<file path="src/rtl/wdog_mulres.sv">
module wdog_mulres #(
  parameter int MULT_W    = 5,
  parameter int RES_W     = 2,
  parameter int RES_SHIFT = 2
) (
  input  logic                          clk,
  input  logic                          rst_n,
  input  logic                          tick,
  input  logic                          reg_acc,
  input  logic                          reg_wr,
  input  logic [MULT_W+RES_W:0]         reg_wdata,
  input  logic                          flag_rd,
  output logic [MULT_W+RES_W:0]         ctl_q,
  output logic                          wd_flag,
  output logic                          irq
);
  localparam int REG_W  = 1 + MULT_W + RES_W;
  localparam int MAX_SH = RES_SHIFT * ((1 << RES_W) - 1);
  localparam int CNT_W  = MULT_W + MAX_SH;

  logic [CNT_W-1:0] cnt_q;

  wire [MULT_W-1:0] mult  = ctl_q[REG_W-2:RES_W];
  wire [RES_W-1:0]  res   = ctl_q[RES_W-1:0];
  wire              steer = ctl_q[REG_W-1];
  wire              armed = |mult;
  wire [CNT_W-1:0]  limit = CNT_W'(mult) << (res * RES_SHIFT);
  wire              expire = tick && armed && !reg_acc && (cnt_q == limit - 1'b1);
  wire              clr    = reg_acc || flag_rd;

  always_ff @(posedge clk or negedge rst_n) begin
    if (!rst_n) begin
      ctl_q   <= '0;
      cnt_q   <= '0;
      wd_flag <= 1'b0;
      irq     <= 1'b0;
    end else begin
      if (reg_acc && reg_wr) ctl_q <= reg_wdata;

      if (reg_acc || !armed) cnt_q <= '0;
      else if (tick)         cnt_q <= expire ? '0 : cnt_q + 1'b1;

      if (expire) begin
        wd_flag <= 1'b1;
        irq     <= irq | ~steer;
      end else if (clr) begin
        wd_flag <= 1'b0;
        irq     <= 1'b0;
      end
    end
  end

  a_r5_irq_needs_flag: assert property (@(posedge clk) disable iff (!rst_n)
    irq |-> wd_flag);

  a_r4_access_clears: assert property (@(posedge clk) disable iff (!rst_n)
    reg_acc |=> (!wd_flag && !irq));

  a_r8_disabled_quiet: assert property (@(posedge clk) disable iff (!rst_n)
    (mult == '0 && !reg_acc) |=> !$rose(wd_flag));

  a_r6_steer_blocks_irq: assert property (@(posedge clk) disable iff (!rst_n)
    steer |=> !$rose(irq));

  a_r3_rise_on_tick_only: assert property (@(posedge clk) disable iff (!rst_n)
    !tick |=> !$rose(wd_flag));

  a_r2_read_keeps_reg: assert property (@(posedge clk) disable iff (!rst_n)
    !(reg_acc && reg_wr) |=> $stable(ctl_q));
endmodule

</file>
<file path="config.mk">
export PLATFORM = sky130hd
export DESIGN_NAME = wdog_mulres
export DESIGN_NICKNAME = d
export VERILOG_FILES = /design/src/rtl/wdog_mulres.sv
export SDC_FILE = /design/constraint.sdc
export NUM_CORES = 1
export LEC_CHECK = 0
export ABC_AREA = 0
export CORE_MARGIN = 2
export CORE_UTILIZATION = 54
export DETAILED_ROUTE_END_ITERATION = 10
export GPL_TIMING_DRIVEN = 1
export PLACE_DENSITY_LB_ADDON = 0.08
export RECOVER_POWER = 25
export SYNTH_ARGS = -nofsm -noshare
export SYNTH_HDL_FRONTEND = slang
export SYNTH_SLANG_ARGS = --single-unit
</file>
<file path="constraint.sdc">
create_clock -name clk -period 3.6 [get_ports clk]
set_input_delay 0.54 -clock clk [delete_from_list [all_inputs] [get_ports clk]]
set_output_delay 0.54 -clock clk [all_outputs]
set_load 0.1 [all_outputs]
</file>
==> impl_results.md, run 1 <==
* Placer congestion estimate at 0.970
* GR met2 Demand/Resource at 0.372
* RSZ-0062 raised after global routing: no
* Crit path max-delay family: simple AND/OR/NAND/NOR gates
* Initial antenna violation count at 0
* Global-route wire length before repair at 6.49 mm
* Outcome: finished, final reports clean
* PostCTS Resize Cnt at 0
* DRT Pass-1 Iters at 4
* Met3 usage at 0.0240
* Synth area leaders: dfrtp_1 (31%), mux2_2 (6.1%), nand2_1 (5.8%)
* Chip height at 59.6 um
* Placed cells at 245
* Crit path DAT at 3.34 ns
* Yosys warning count at 0
* #FFs+latches synth at 21
* Setup violators final at 0
* Crit path cell chain: nor2_1 -> nand2_1 -> ha_1 -> xor2_1 -> o31ai_1 -> a2111oi_0 -> and4_4 -> nand4_4 -> or3_4 -> a21oi_2
* Post-synthesis compound-gate area fraction at 0.229
* Mapped cell area at 1670 sq um
* EDFF count, synth at 0
* # DRC at 0
* Syn Area/Cell at 8.28 sq um
* Worst slew margin at 0.320
* Count of pins over their slew limit at 0
* Largest net degree at the start of global routing at 25
* Lkg Pwr at 0.000725 uW
* Slowest Stage Delay on Critical Path at 0.65 ns
* Fin cells at 249
* H-Tree Depth at 1
* Routed vias/inst at 6.44
* Worst skew pair latency at 0.30 ns
* Post-Syn Nets at 218
* Power per cell area at 403 nW/um^2
* Global Route Usage Sum at 0.237
* Largest family of logic cells by synthesized area: simple AND/OR/NAND/NOR gates
* Setup ws final at 0.507 ns
* Post-synthesis mux area share at 0.0786
* Layout cells sized above 1 at 0.106
* Crit path kind: reg -> reg
* CTS max path bufs at 2
* DR vias at 1603
* Layout filler cell count at 273
* Drt first-iter violations at 99
* Worst IR Drop VDD at 0.213 mV
* CTS sink count at 21
* Pre-CTS setup slack at 0.556 ns
* Final nets at 233
* TNS Setup at 0 ns
* Seq/Total Area, Yosys at 0.314
* Num CTS Buffers at 3
* Final-report hold violation count at 0
* Asr flop ratio synth at 1.00
* Critical Path End Type: flip-flop
* Crit path time final at 3.09 ns
* Worst Tran Pin Value at 1.02 ns
* PortBufs at 23
* Routed Antenna Nets at 0
* Area leader, netlist: dfrtp_1
* Final Skew at 0.00287 ns
* Site Rows at 20
* Synth Area in Simple Gates at 0.267
* Startpoint types: flip-flop
* Top_reg_cell synth: dfrtp_1
* Worst-path clk slew at 0.13 ns
* GRT Max-Usage Layer: met2
* I/O Pins at 24
* Worst Path Max Fanout at 24
* FMAX at 0.323 GHz
* GR Overflow Total at 0
* Detailed Route WL at 3.90 mm
* CP max stage cell: dfrtp_1
* Hold-fix buffers, CTS at 0
* TritonCTS clock tree: built
* Period utilization at 0.859
* M1 GR Usage at 0.335
* CORE AREA at 3000 sq um
* Max_cap viols at 0
* Synth cell types at 50
* WP data required at 3.84 ns
* CP bufs+invs at 0
* Vias in the first global route at 1463
* Root buf cell: clkbuf_4
* Number of diodes at 0
* Share of the synthesized area in the top cell type at 0.314
* Gate count after technology mapping at 202
* DIE AREA at 3560 sq um
* P&R area growth vs syn at 13.8%
* DIE WIDTH at 59.6 um
* Xor and xnor area share after synthesis at 0.0472
* HPWL Detailed at 2.90 mm
* Initial Util at 0.557
* Routed len/inst at 15.7 um
* Type of the tightest min-delay check: reg -> reg
* Synth Area in Adders at 0.0150
* Setup Buffers After CTS at 0
area by class of cell:
cell class | count | area [sq um] | area share
Inverter | 5 | 18.8 | 0.00987
Clock buffer | 4 | 26.3 | 0.0138
Timing Repair Buffer | 23 | 225 | 0.118
Tap cell | 33 | 41.3 | 0.0217
Sequential cell | 21 | 526 | 0.276
Multi-Input combinational cell | 163 | 1060 | 0.560
sequential cells by signal (all words and copies together) (netlist names):
| register | flops |
|---|---|
| cnt_q | 11 |
| ctl_q | 8 |
| wd_flag | 1 |
| irq | 1 |
cells in the mapped netlist, types with 3 or more instances:
cell type and instances:
and2_1 3, buf_2 5, nand4b_1 4, nor3_1 10, xor2_1 6, mux2i_1 3, nor2b_1 4, clkbuf_1 7
nand3_1 10, inv_1 4, nand3b_1 4, mux2_2 9, o31ai_1 4, a211oi_1 4, nand2_1 26, nor2_1 10
a21oi_1 11, o21ai_0 14, xnor2_1 3, dfrtp_1 21, a41oi_1 3
cells in the final DEF (no fill, tap or decap), types with 6 or more instances in the layout:
cell	instances
nand3_1	10
mux2_2	9
xor2_1	6
a21oi_1	11
o21ai_0	14
dfrtp_1	21
clkdlybuf4s50_1	19
nand2_1	26
nor3_1	10
nor2_1	10
report_power, final:
group	switching [uW]	leakage [uW]	internal [uW]
Clock	75.3	0.0000150	43.2
Combinational	221	0.000436	123
Sequential	52.7	0.000274	250
Total	349	0.000725	416
stage by stage:
step	total power (uW)	utilization	instance area (sq um)	hold slack, ns
2_1_floorplan	574	-	1670	0.244
3_3_place_gp	640	0.625	1880	0.460
3_5_place_dp	651	0.625	1880	0.472
4_1_cts	770	0.633	1900	0.513
6_report	766	0.633	1900	0.507
5_1_grt	809	0.633	1900	0.539
kinds of logic (layout without fill, tap and decap cells):
family / count (synthesis) / after routing
compound gates: 57 / 57
xor+xnor: 9 / 9
fa+ha+maj: 2 / 2
buf+inv: 18 / 32
flops: 21 / 21
mux: 12 / 12
simple gates: 83 / 83
worst min-delay path, delay by kind of cell, from the launching register on:
kind	cells	cell delay, ns
AND/OR/NAND/NOR	2	0.11
flip-flops	1	0.37
worst paths after layout:
path                                   endpoint  slack (ns)                  from  depth (start not counted)
min in group asynchronous  ctl_q[1]$_DFFE_PN0P_        0.84                 rst_n                          1
min reg2reg                 wd_flag$_DFFE_PN0P_        0.51   wd_flag$_DFFE_PN0P_                          2
max in group asynchronous  cnt_q[8]$_DFFE_PN0P_        2.15                 rst_n                          1
min                         wd_flag$_DFFE_PN0P_        0.51   wd_flag$_DFFE_PN0P_                          2
max reg2reg                     irq$_DFFE_PN0P_        0.51  ctl_q[0]$_DFFE_PN0P_                         10
max                             irq$_DFFE_PN0P_        0.51  ctl_q[0]$_DFFE_PN0P_                         10
routing by layer:
layer  wire [um]  share of wire  vias up
met3         170          0.044        6
met5           0              0        -
li1            -              -      772
met2        1900           0.49       49
met1        1770           0.45      776
met4          60          0.015        0
(Power assumes the default switching activity.)
==> run 2, diff against run 1 <==
--- a/config.mk
+++ b/config.mk
@@ -10,6 +10,7 @@
 export CORE_UTILIZATION = 54
 export DETAILED_ROUTE_END_ITERATION = 10
 export GPL_TIMING_DRIVEN = 1
+export MAX_ROUTING_LAYER = met4
 export PLACE_DENSITY_LB_ADDON = 0.08
 export RECOVER_POWER = 25
 export SYNTH_ARGS = -nofsm -noshare
==> run 2 against run 1 <==
Non-clock buffer count unchanged. Largest power group unchanged. Design area stayed put. Sequential cell count stayed put. Total power increased by 0.21%. Critical path type unchanged. Register-to-register slack worse by 0.09 ns. Core utilization stayed put.
==> impl_results.md, run 2 (same netlist as run 1, synthesis figures left out) <==
* Switching power of the nets at 351 uW (+0.39%)
* Number of diodes at 0 (unchanged)
* Hold Crit Start: wd_flag$_DFFE_PN0P_
* Setup Buffers After CTS at 0 (unchanged)
* Reg power frac at 0.395 (about the same)
* Hold-fix buffers, CTS at 0 (unchanged)
* P&R area growth vs syn at 13.8% (unchanged)
* Type of the tightest min-delay check: reg -> reg
* Routed vias/inst at 6.39 (-0.75%)
* Period utilization at 0.884 (+0.0243)
* DRT Pass-1 Iters at 4 (unchanged)
* Met3 usage at 0.0197 (-0.00437)
* Reg-to-reg endpoint: irq$_DFFE_PN0P_
* CTS max path bufs at 2 (unchanged)
* Commonest non-fill, non-tap cell in the layout: nand2_1
* PortBufs at 23 (unchanged)
* Worst Path Max Fanout at 24 (unchanged)
* RSZ-0062 raised after global routing: no
* Detailed Route WL at 4.02 mm (+2.9%)
* DIE WIDTH at 59.6 um (unchanged)
* Placed cells at 245 (unchanged)
* Largest net degree at the start of global routing at 25 (unchanged)
* TNS Setup at 0 ns (unchanged)
* Startpoint types: flip-flop
* M1 GR Usage at 0.336 (+0.000448)
* Vias in the first global route at 1492 (+2.0%)
* Chip height at 59.6 um (unchanged)
* Placer congestion estimate at 0.997 (+2.7%)
* WP data required at 3.84 ns (about the same)
* Initial antenna violation count at 0 (unchanged)
* Fin cells at 249 (unchanged)
* DIE AREA at 3560 sq um (unchanged)
* PostCTS Resize Cnt at 0 (unchanged)
* Worst skew pair latency at 0.30 ns (about the same)
* HPWL Detailed at 2.98 mm (+2.7%)
* Crit path kind: reg -> reg
* Initial Util at 0.557 (unchanged)
* Power per cell area at 403 nW/um^2 (+0.21%)
* DR vias at 1591 (-0.75%)
* # DRC at 0 (unchanged)
* GR met2 Demand/Resource at 0.410 (+0.0377)
* Clock power share at 0.153 (-0.002)
* Layout cells sized above 1 at 0.106 (unchanged)
* Root buf cell: clkbuf_4
* Int Pwr at 417 uW (about the same)
* Final total power at 767 uW (+0.21%)
* Max_cap viols at 0 (unchanged)
* I/O Pins at 24 (unchanged)
* FF-to-FF path depth at 10 (unchanged)
* Lkg Pwr at 0.000725 uW (unchanged)
* Logic pwr share at 0.452 (+0.003)
* Critical Path End Type: flip-flop
* Most frequent cells in the layout: nand2_1 (26), dfrtp_1 (21), clkdlybuf4s50_1 (19)
* Crit path max-delay family: simple AND/OR/NAND/NOR gates
* Num CTS Buffers at 3 (unchanged)
* Global-route wire length before repair at 6.64 mm (+2.4%)
* CTS sink count at 21 (unchanged)
* Max reg flops at 11 (unchanged)
* Launch point of the worst reg-to-reg path: ctl_q[0]$_DFFE_PN0P_
* Worst-path clk slew at 0.12 ns (about the same)
* Final nets at 233 (unchanged)
* Routed len/inst at 16.1 um (+2.9%)
* Crit path cell chain: nor2_1 -> nand2_1 -> ha_1 -> xor2_1 -> o31ai_1 -> a2111oi_0 -> and4_4 -> nand4_4 -> or3_4 -> a21oi_2
* Hold Path Depth at 2 (unchanged)
* Drt first-iter violations at 91 (-8.1%)
* Top reg by flops: cnt_q
* CP bufs+invs at 0 (unchanged)
* Slowest Stage Delay on Critical Path at 0.64 ns (about the same)
* FMAX at 0.314 GHz (-2.7%)
* Hold endpoint: wd_flag$_DFFE_PN0P_
* Layout filler cell count at 279 (+2.2%)
* Site Rows at 20 (unchanged)
* CP max stage cell: dfrtp_1
* Crit path DAT at 3.42 ns (+0.08 ns)
* Regs by FF count: cnt_q (11), ctl_q (8)
* Worst Tran Pin Value at 0.975 ns (-0.0414 ns)
* GR Overflow Total at 0 (unchanged)
* GRT Max-Usage Layer: met2
* CORE AREA at 3000 sq um (unchanged)
* Worst slew margin at 0.348 (+0.0278)
* Global Route Usage Sum at 0.254 (+0.0170)
* Final Skew at 0.00434 ns (+0.00148 ns)
* Routed Antenna Nets at 0 (unchanged)
* TritonCTS clock tree: built
* Crit path time final at 3.18 ns (+0.0874 ns)
* H-Tree Depth at 1 (unchanged)
* Worst IR Drop VDD at 0.182 mV (-14%)
* Worst hold slack at 0.505 ns (-0.00171 ns)
* Final-report hold violation count at 0 (unchanged)
* Count of pins over their slew limit at 0 (unchanged)
* Setup violators final at 0 (unchanged)
* Worst reg2reg setup slack at 0.42 ns (-0.09 ns)
* Outcome: finished, final reports clean
* Switching part of the total at 0.457 (+0.000786)
==> run 2: cell counts in the layout (fill, tap and decap cells not counted) <==
No cell type changed its count.
==> run 2: per-layer routing <==
| layer | up-vias | share of wire |
|---|---|---|
| met4 | 0 | 0.0065 |
| met3 | 2 | 0.063 |
| met1 | 758 | 0.44 |
| met5 | - | 0 |
| met2 | 54 | 0.49 |
| li1 | 777 | - |
==> run 2: power by group through the flow <==
stage	clock network (uW)	logic [uW]	registers, uW
2_1_floorplan	0	206	368
3_3_place_gp	0	334	306
3_5_place_dp	0	346	307
4_1_cts	123	346	303
5_1_grt	131	370	309
6_report	117	347	303
==> run 2: stage by stage <==
step           instance area (sq um)  utilization  setup WS (ns)
3_5_place_dp                    1880        0.625          0.514
4_1_cts                         1900        0.633          0.474
3_3_place_gp                    1880        0.625          0.750
6_report                        1900        0.633          0.419
2_1_floorplan                   1670            -          0.483
5_1_grt                         1900        0.633          0.253
==> run 2: worst max path at each step <==
| stage | end | from | cells after the start | slack (ns) |
|---|---|---|---|---|
| floorplan | irq$_DFFE_PN0P_ | ctl_q[2]$_DFFE_PN0P_ | 10 | 0.48 |
| global placement | irq$_DFFE_PN0P_ | ctl_q[0]$_DFFE_PN0P_ | 10 | 0.75 |
| detailed placement | irq$_DFFE_PN0P_ | ctl_q[0]$_DFFE_PN0P_ | 10 | 0.51 |
| CTS | irq$_DFFE_PN0P_ | ctl_q[0]$_DFFE_PN0P_ | 10 | 0.47 |
| global route | irq$_DFFE_PN0P_ | ctl_q[0]$_DFFE_PN0P_ | 10 | 0.25 |
| finish | irq$_DFFE_PN0P_ | ctl_q[0]$_DFFE_PN0P_ | 10 | 0.42 |
==> run 2: cell type report <==
cell class	instances	area, sq um	share of cell area
multi-input cells	163	1060	0.560
flip-flops and latches	21	526	0.276
repair buffers	23	225	0.118
well taps	33	41.3	0.0217
clock buffers	4	26.3	0.0138
inverters	5	18.8	0.00987
==> run 2: worst reg2reg max path, cell delays in order, from the launching register on <==
cell	delay, ns
dfrtp_1	0.64
nor2_1	0.25
nand2_1	0.12
ha_1	0.34
xor2_1	0.18
o31ai_1	0.09
a2111oi_0	0.43
and4_4	0.33
nand4_4	0.21
or3_4	0.40
a21oi_2	0.12
